## src/rtl/dmard_pkg.sv

```systemverilog
// dmard_pkg: shared state encoding for the DMA burst read engine.
// Assumes: nothing beyond IEEE 1800-2017.
package dmard_pkg;
    typedef enum logic [2:0] {
        ST_IDLE,      // waiting for a transfer count
        ST_PREFETCH,  // fetching the first word
        ST_REQ,       // request raised, awaiting acknowledge
        ST_STRB_LO,   // awaiting read strobe low
        ST_STRB_HI,   // word driven, awaiting strobe high
        ST_RELEASE,   // request dropped, awaiting acknowledge release
        ST_DONE       // completion pulse
    } dmard_state_e;
endpackage

```

## src/rtl/dmard_sync.sv

```systemverilog
// dmard_sync: per-bit flop chain that brings asynchronous host lines into
// the clock domain. Assumes STAGES >= 2; RST_VAL gives each bit's idle level.
module dmard_sync #(
    parameter int          W       = 2,
    parameter int          STAGES  = 2,
    parameter logic [W-1:0] RST_VAL = '1
) (
    input  logic         clk,
    input  logic         rst_n,
    input  logic [W-1:0] d,
    output logic [W-1:0] q
);
    for (genvar b = 0; b < W; b++) begin : g_bit
        logic [STAGES-1:0] chain;
        // shift the raw level through the chain
        always_ff @(posedge clk) begin
            if (!rst_n) chain <= {STAGES{RST_VAL[b]}};
            else        chain <= {chain[STAGES-2:0], d[b]};
        end
        assign q[b] = chain[STAGES-1];
    end
endmodule

```

## src/rtl/dmard_word.sv

```systemverilog
// dmard_word: holds the next word to send and the word on the data lines.
// Assumes the controller never asks to present a word that is not held
// and never takes a new word while one is held.
module dmard_word #(
    parameter int DW = 16
) (
    input  logic          clk,
    input  logic          rst_n,
    input  logic          take,     // stream handshake completes
    input  logic [DW-1:0] wd_data,
    input  logic          present,  // move held word onto the data lines
    output logic          held_vld,
    output logic [DW-1:0] dd_q
);
    logic [DW-1:0] held;

    // capture stream words and hand them to the bus register
    always_ff @(posedge clk) begin
        if (!rst_n) begin
            held     <= '0;
            held_vld <= 1'b0;
            dd_q     <= '0;
        end else begin
            if (present) begin
                dd_q     <= held;
                held_vld <= 1'b0;
            end
            if (take) begin
                held     <= wd_data;
                held_vld <= 1'b1;
            end
        end
    end

    assert_no_stale_R8: assert property (@(posedge clk) disable iff (!rst_n)
        present |-> held_vld);
    assert_single_fetch_R10: assert property (@(posedge clk) disable iff (!rst_n)
        take |-> !held_vld);
endmodule

```

## src/rtl/dmard_ctrl.sv

```systemverilog
// dmard_ctrl: burst sequencer. Loads the count, prefetches, requests,
// serves one word per strobe low/high cycle, then releases and reports.
// Assumes ack_s and rd_lo are already synchronized.
module dmard_ctrl
    import dmard_pkg::*;
#(
    parameter int CNT_W = 8
) (
    input  logic             clk,
    input  logic             rst_n,
    input  logic             cnt_valid,
    input  logic [CNT_W-1:0] cnt_data,
    output logic             cnt_ready,
    input  logic             held_vld,
    output logic             wd_ready,
    input  logic             ack_s,
    input  logic             rd_lo,
    output logic             present,
    output logic             dmarq,
    output logic             dd_oe,
    output logic             phase,
    output logic             done
);
    dmard_state_e     state;
    logic [CNT_W-1:0] remain;
    logic             load;
    logic             owed;

    assign owed      = (remain != '0);
    assign load      = (state == ST_IDLE) && cnt_valid;
    assign cnt_ready = (state == ST_IDLE);
    assign present   = (state == ST_STRB_LO) && rd_lo;
    assign dmarq     = (state == ST_REQ) || (state == ST_STRB_LO) || (state == ST_STRB_HI);
    assign dd_oe     = (state == ST_STRB_LO) || (state == ST_STRB_HI);
    assign phase     = (state == ST_STRB_HI);
    assign done      = (state == ST_DONE);

    // fetch request: first word, or the following word while words are owed
    always_comb begin
        wd_ready = 1'b0;
        if (state == ST_PREFETCH)                wd_ready = !held_vld;
        else if (state == ST_STRB_HI && owed)    wd_ready = !held_vld;
    end

    // state and remaining-count register
    always_ff @(posedge clk) begin
        if (!rst_n) begin
            state  <= ST_IDLE;
            remain <= '0;
        end else begin
            case (state)
                ST_IDLE:     if (cnt_valid) begin
                                 remain <= cnt_data;
                                 state  <= ST_PREFETCH;
                             end
                ST_PREFETCH: if (held_vld) state <= ST_REQ;
                ST_REQ:      if (ack_s) state <= ST_STRB_LO;
                ST_STRB_LO:  if (rd_lo) state <= ST_STRB_HI;
                ST_STRB_HI:  if (!rd_lo) begin
                                 if (!owed) state <= ST_RELEASE;
                                 else if (held_vld) begin
                                     remain <= remain - 1'b1;
                                     state  <= ST_STRB_LO;
                                 end
                             end
                ST_RELEASE:  if (!ack_s) state <= ST_DONE;
                default:     state <= ST_IDLE;
            endcase
        end
    end

    assert_oe_after_ack_R4: assert property (@(posedge clk) disable iff (!rst_n)
        $rose(dd_oe) |-> $past(ack_s));
    assert_done_after_release_R9: assert property (@(posedge clk) disable iff (!rst_n)
        done |-> ($past(!dmarq) && $past(!ack_s)));
    assert_done_pulse_R9: assert property (@(posedge clk) disable iff (!rst_n)
        done |=> !done);
    assert_count_step_R7: assert property (@(posedge clk) disable iff (!rst_n)
        (!$stable(remain) && !$past(load)) |-> (remain == $past(remain) - 1'b1));
    assert_phase_on_strobe_R6: assert property (@(posedge clk) disable iff (!rst_n)
        $rose(phase) |-> $past(rd_lo));
endmodule

```

## src/rtl/dmard_engine.sv

```systemverilog
// dmard_engine: top of the DMA burst read engine. Synchronizes the host
// strobe and acknowledge, then ties the sequencer to the word holder.
// Assumes the host keeps dmack_n low for the whole burst.
module dmard_engine #(
    parameter int DW          = 16,
    parameter int CNT_W       = 8,
    parameter int SYNC_STAGES = 2
) (
    input  logic             clk,
    input  logic             rst_n,
    input  logic             cnt_valid,
    output logic             cnt_ready,
    input  logic [CNT_W-1:0] cnt_data,
    input  logic             wd_valid,
    output logic             wd_ready,
    input  logic [DW-1:0]    wd_data,
    output logic             dmarq,
    input  logic             dmack_n,
    input  logic             rd_n,
    output logic [DW-1:0]    dd_o,
    output logic             dd_oe,
    output logic             phase,
    output logic             done
);
    localparam int NSYNC = 2;

    logic [NSYNC-1:0] raw_lines, sync_lines;
    logic             ack_s, rd_lo, present, held_vld, fetch_req;

    assign raw_lines = {rd_n, dmack_n};
    assign ack_s     = !sync_lines[0];
    assign rd_lo     = !sync_lines[1];
    assign wd_ready  = fetch_req;

    dmard_sync #(.W(NSYNC), .STAGES(SYNC_STAGES), .RST_VAL('1)) sync_i (
        .clk(clk), .rst_n(rst_n), .d(raw_lines), .q(sync_lines)
    );

    dmard_ctrl #(.CNT_W(CNT_W)) ctrl_i (
        .clk(clk), .rst_n(rst_n),
        .cnt_valid(cnt_valid), .cnt_data(cnt_data), .cnt_ready(cnt_ready),
        .held_vld(held_vld), .wd_ready(fetch_req),
        .ack_s(ack_s), .rd_lo(rd_lo), .present(present),
        .dmarq(dmarq), .dd_oe(dd_oe), .phase(phase), .done(done)
    );

    dmard_word #(.DW(DW)) word_i (
        .clk(clk), .rst_n(rst_n),
        .take(wd_valid && fetch_req), .wd_data(wd_data),
        .present(present), .held_vld(held_vld), .dd_q(dd_o)
    );

    assert_req_low_until_word_R2: assert property (@(posedge clk) disable iff (!rst_n)
        $rose(dmarq) |-> $past(held_vld));
endmodule

```

## config.mk

```make
export PLATFORM = sky130hd
export DESIGN_NAME = dmard_engine
export DESIGN_NICKNAME = d
export VERILOG_FILES = /design/src/rtl/dmard_pkg.sv /design/src/rtl/dmard_sync.sv /design/src/rtl/dmard_word.sv /design/src/rtl/dmard_ctrl.sv /design/src/rtl/dmard_engine.sv
export SDC_FILE = /design/constraint.sdc
export NUM_CORES = 1
export LEC_CHECK = 0
export ABC_AREA = 0
export BUFFER_PORTS_ARGS = -buffer_cell sky130_fd_sc_hd__buf_4
export CAP_MARGIN = 10
export CORE_MARGIN = 10
export CORE_UTILIZATION = 59
export CTS_BUF_LIST = sky130_fd_sc_hd__clkbuf_8
export DETAILED_ROUTE_END_ITERATION = 12
export GPL_ROUTABILITY_DRIVEN = 0
export PLACE_DENSITY = 0.88
export SYNTH_ARGS = -nofsm -noshare
export SYNTH_HDL_FRONTEND = slang
export SYNTH_SLANG_ARGS = --single-unit
export TNS_END_PERCENT = 10
```

## constraint.sdc

```tcl
create_clock -name clk -period 5.7 [get_ports clk]
set_input_delay 0 -clock clk [delete_from_list [all_inputs] [get_ports clk]]
set_output_delay 0 -clock clk [all_outputs]
set_load 0.02 [all_outputs]
```

**Yosys cells after proc, flatten, opt, wreduce, memory -nomap -nowiden**

Index checks and enable logic that the tools add are counted.

- Add/sub/neg operators: 1
- Eq/ne operators: 15
- Mux-type cells: 18
- Reductions and logical operators: 14

Operators by type and width:

| kind | count |
|---|---|
| $mux 8 | 4 |
| $mux 3 | 8 |
| $pmux 3 s6 | 1 |
| $pmux 8 s2 | 1 |
| $eq 3x3->1 const B | 3 |
| $ne 2x1->1 const B | 4 |
| $ne 2x2->1 const B | 4 |
| $reduce_bool 8->1 | 1 |
| $sub 8x1->8 const B | 1 |
| $reduce_and 7->1 | 1 |
| $eq 3x2->1 const B | 2 |
| $reduce_and 5->1 | 1 |
| $mux 1 | 4 |
| $reduce_bool 2->1 | 2 |
| $eq 3x1->1 const B | 1 |
| $logic_and 1x1->1 | 3 |
| $logic_not 3->1 | 1 |
| $logic_or 1x1->1 | 3 |
| $ne 3x2->1 const B | 1 |
| $logic_not 1->1 | 2 |

- Flip-flop bits (word level): 48
- Input bits: 30

**Depth between registers and ports, before layout**

- Depth after elaboration: 6
- Gate-level depth with buffers: 9
- Gate-level depth less buffers: 7

**Cells and area by module**

A second synthesis with hierarchy kept.

- Cells, all modules: 222
- Area total of the unflattened synthesis: 2202.1 µm²

Modules (own cells, without submodules):

| module | times used | cells an instance | area each (µm²) |
|---|---|---|---|
| dmard_word | 1 | 106 | 1270.0 |
| dmard_ctrl | 1 | 103 | 798.3 |
| dmard_sync | 1 | 10 | 120.1 |
| dmard_engine | 1 | 3 | 13.8 |

**Worst setup path before layout**

No wires, ideal clock.

- Path kind: register to register
- From: register ctrl_i.remain[0]
- To: register ctrl_i.state[0]
- Setup time: 0.072 ns
- Arrival time: 1.850 ns
- Required time: 5.628 ns
- Path slack: 3.779 ns
- Cell stages (with the launch flop): 9
- Buffers on the path: 1
- Clock period less this slack: 1.921 ns
- Path through: dfxtp_1 > inv_1 > ha_1 > nor4b_4 > a211oi_2 > or2_1 > buf_6 > nor4_4 > mux2i_1

- Word-level cells in the longest chain between the ends: 4

RTL lines:

| item | RTL line | source |
|---|---|---|
| start: declaration | dmard_ctrl.sv:25 | `logic [CNT_W-1:0] remain;` |
| start signal: assignment | dmard_ctrl.sv:53 | `remain <= cnt_data;` |
| start signal: assignment | dmard_ctrl.sv:62 | `remain <= remain - 1'b1;` |
| $reduce_bool 8->1 (*) | dmard_ctrl.sv:29 | `assign owed = (remain != '0);` |
| $mux 3 | dmard_ctrl.sv:60 | `if (!owed) state <= ST_RELEASE;` |
| $mux 3 | dmard_ctrl.sv:59 | `ST_STRB_HI: if (!rd_lo) begin` |
| $pmux 3 s6 | dmard_ctrl.sv:51 | `case (state)` |
| end signal: assignment | dmard_ctrl.sv:54 | `state <= ST_PREFETCH;` |
| end signal: assignment | dmard_ctrl.sv:58 | `ST_STRB_LO: if (rd_lo) state <= ST_STRB_HI;` |
| end signal: assignment | dmard_ctrl.sv:60 |  |
| end: declaration | dmard_ctrl.sv:24 | `dmard_state_e state;` |

Mark *: on every way between the ends. The rest lies on a longest branch, timed or not. The select of a mux whose other input is x is not followed.
A chain may end at the register's enable or synchronous reset.

**Worst setup path after layout**

- From: register ctrl_i.state[2]
- To: output wd_ready

- Word-level cells in the longest chain between the ends: 4

RTL lines:

| item | RTL line | source |
|---|---|---|
| start signal: assignment | dmard_ctrl.sv:48 | `state <= ST_IDLE;` |
| start signal: assignment | dmard_ctrl.sv:54 |  |
| start signal: assignment | dmard_ctrl.sv:56 | `ST_PREFETCH: if (held_vld) state <= ST_REQ;` |
| $eq 3x3->1 | dmard_ctrl.sv:42 | `else if (state == ST_STRB_HI && owed) wd_ready = !held_vld;` |
| $logic_and 1x1->1 | dmard_ctrl.sv:42 |  |
| $mux 1 | dmard_ctrl.sv:42 |  |
| $mux 1 (*) | dmard_ctrl.sv:41 | `if (state == ST_PREFETCH) wd_ready = !held_vld;` |
| end: declaration | dmard_engine.sv:15 | `output logic wd_ready,` |

Mark *: on every way between the ends. The rest lies on a longest branch, timed or not.

==> key figures <==
Run
  – Max_cap viols: 0

Logic synthesis
  – Syn avg cell area: 7.89 um2
  – Net Count, Synth: 295
  – Synthesized flop and latch total: 48
  – Post-synth top area cell: dfxtp_1
  – Sequential fraction of the synthesis area: 46.1%
  – Synth Instances: 264
  – Post-synthesis cell type count: 37
  – Mapped Area: 2080 um2
  – Ys flop type: dfxtp_1
  – Post-synth top area share: 46.1%
  – Synth async-reset ratio: 0%
  – Syn. warnings: 0
  – Main area contributors after synthesis: dfxtp_1 (46%), nand2_1 (11%), a21oi_1 (11%)
  – Post-synth EDFFs: 0

Clock tree
  – Post-CTS setup buffers: 0
  – CTS HTree Levels: 2
  – Clk buf depth: 2
  – CTS Buf Count: 5
  – Clk pin slew, worst setup/hold paths: 0.08 ns
  – Hold buffers post-CTS: 22
  – CTS resizes: 0
  – CTS Sinks: 48
  – Clock root buffer: clkbuf_8
  – CTS tree: done
  – Skew-Pair Late Insertion Delay: 0.30 ns

Placement
  – Placed wire-length estimate: 3.47 mm
  – # port buffers: 51
  – Placed Area: 2450 um2

Final layout
  – Post-Layout Inst Area: 2760 um2
  – Layout net count: 358
  – P&R area growth vs syn: 32.7%
  – Inserted Diodes: 0
  – Share of cells above drive strength 1: 19.9%
  – Reg area: 961 um2
  – Area taken by multi-input logic gates: 1020 um2
  – Filler instances: 221

Hold path
  – Hold Startpoint: cnt_data[2]
  – Hold depth: 3
  – Hold endpoint: ctrl_i.remain[2]$_SDFFE_PN0P_
  – Hold Path Class: in2reg

Power
  – Leak Pwr: 1.10 nW
  – Worst vdd ir: 0.289 mV
  – PD cells: 326 nW/um2

Worst setup path
  – Worst-path fanout max: 21
  – WP data arrival: 2.64 ns
  – Worst path slowest cell: or3b_1
  – CP Cell Sequence: or3b_1 > a211oi_2 > or2_1 > buf_4
  – CP Capture Type: primary output
  – Critical Path RT: 5.70 ns
  – Critical path class: reg2out
  – Crit path buffers/inverters: 1
  – Startpoint Class: register
  – Worst reg2reg setup slack: 3.18 ns
  – Worst r2r dst: word_i.held[9]$_SDFFE_PN0P_
  – Slowest Stage Delay on Critical Path: 0.67 ns
  – Worst R2R Path Depth: 5
  – Crit-path leading delay family: simple AND/OR/NAND/NOR gates
  – Critical R2R Launch: ctrl_i.state[2]$_SDFFE_PN0P_

STA
  – Slew margin rel.: 29.1%
  – Setup TNS: 0 ns
  – Clk_skew: 0.00276 ns
  – Max Slew Vio Count: 0
  – Count of final setup violators: 0
  – Worst-Margin Slew: 1.06 ns
  – Period minus WS final: 2.64 ns
  – Fmax: 379 MHz
  – RSZ-0062 raised after global routing: false
  – Hold Vio Cnt, Final: 0
  – Final Cycle Share: 46.2%

Floorplanning
  – Die area: 6310 um2
  – Initial Utilization: 61.9%
  – Die Ht: 79.4 um
  – FP Rows: 21
  – Core area: 3360 um2
  – I/O Pins: 52
  – Horiz. Die Dim: 79.4 um

Global routing
  – GR Util All Layers: 18.2%
  – Largest net degree at the start of global routing: 43
  – Number of global-route vias before repair: 2007
  – Final global-route overflow total: 0
  – Initial antenna violation count: 0
  – First-pass GRT wire length: 9.36 mm

Route
  – Final ANT Viol Nets: 0
  – Avg WL per Cell: 15.1 um
  – DRC viols: 0
  – Vias after detailed routing: 2081
  – Iteration-0 DRC Markers: 164
  – Drt total wl: 5.62 mm
  – Vias/cell: 5.58
  – First-pass DRT Iterations: 4

Status
  – Status: complete, no violations
==> per-layer routing <==
| layer | vias to the layer above | track usage (%) | part of all wire, % |
|---|---|---|---|
| met5 | - | 0 | 0 |
| met4 | 0 | 6.27 | 1.2 |
| met3 | 7 | 6.31 | 8.4 |
| met2 | 74 | 30.3 | 51 |
| met1 | 965 | 21.2 | 40 |
| li1 | 1035 | - | - |
==> cells in the mapped netlist (2+ instances only) <==
library cell,n
nor2_1,9
clkbuf_1,11
nand2_1,63
a21oi_1,44
nor4_1,2
inv_1,6
nand3_1,19
dfxtp_1,48
mux2i_1,3
a21o_1,2
o21ai_0,8
a21boi_0,2
a211oi_1,2
nor3_1,5
or3_1,2
buf_2,4
nand4_1,4
o31ai_1,3
o211ai_1,2
nand2b_1,7
and3_1,2
==> power breakdown <==
part,internal (mW),switching [mW]
Combinational,0.117,0.161
Clock,0.0968,0.112
Sequential,0.372,0.0429
==> logic make-up (layout without fill, tap and decap cells) <==
group | count (synthesis) | in the layout | share of synthesized area (%)
simple gates | 118 | 118 | 27.5
compound gates | 70 | 70 | 19.2
flops | 48 | 48 | 46.1
buf+inv | 24 | 87 | 5.11
mux | 3 | 3 | 1.44
fa+ha+maj | 1 | 1 | 0.601
==> worst register-to-register path, stage by stage (launching register included) <==
cell	delay [ns]
dfxtp_1	0.51
or3b_1	0.67
a211oi_2	0.29
or2_1	0.60
nand3_1	0.19
a21oi_1	0.19
==> registers in the layout (all words and copies together), names as in the netlist <==
signal              cells
ctrl_i.remain           8
ctrl_i.state            3
sync_i.g_bit.chain      4
word_i.held            16
word_i.dd_q            16
word_i.held_vld         1
==> layout by cell type, fill, tap and decap left out, drive strengths merged, types with 2 or more instances in the layout <==
cell,instances
clkbuf,6
nor4,3
dlygate4sd3,22
nor3,6
a21boi,2
and3,2
nand3,19
a21o,2
nand2,63
or3,2
a21oi,44
nand2b,7
o21ai,10
nor2,9
o211ai,2
o31ai,3
a211oi,3
buf,52
mux2i,3
dfxtp,48
inv,6
nand4,4
==> metrics by stage <==
step | instances | hold slack (ns) | util (%) | power (mW) | setup slack [ns]
4_1_cts | 373 | 0.0201 | 82.2 | 0.897 | 3.10
6_report | 373 | 0.0172 | 82.2 | 0.901 | 3.06
3_3_place_gp | 344 | 0.182 | 72.9 | 0.676 | 3.33
5_1_grt | 373 | 0.0223 | 82.2 | 0.951 | 2.90
2_1_floorplan | 264 | 0.0730 | - | 0.618 | 3.78
3_5_place_dp | 344 | 0.193 | 72.9 | 0.681 | 3.27
==> worst max path at each step <==
stage	from	end	slack [ns]	depth (start not counted)
floorplan	ctrl_i.remain[0]$_SDFFE_PN0P_	ctrl_i.state[0]$_SDFFE_PN0P_	3.78	8
global placement	ctrl_i.state[0]$_SDFFE_PN0P_	ctrl_i.state[1]$_SDFFE_PN0P_	3.33	5
detailed placement	ctrl_i.state[2]$_SDFFE_PN0P_	ctrl_i.state[1]$_SDFFE_PN0P_	3.27	5
CTS	ctrl_i.state[2]$_SDFFE_PN0P_	wd_ready	3.10	4
global route	ctrl_i.state[2]$_SDFFE_PN0P_	wd_ready	2.90	4
finish	ctrl_i.state[2]$_SDFFE_PN0P_	wd_ready	3.06	4
==> cell type report <==
class                           instances  area share, %
Inverter                                6          0.815
Clock buffer                            6           2.99
Timing Repair Buffer                   74           22.1
Tap cell                               46           2.08
Multi-Input combinational cell        192           36.9
Sequential cell                        48           34.8
Clock inverter                          1          0.317
(Power assumes the default switching activity.)
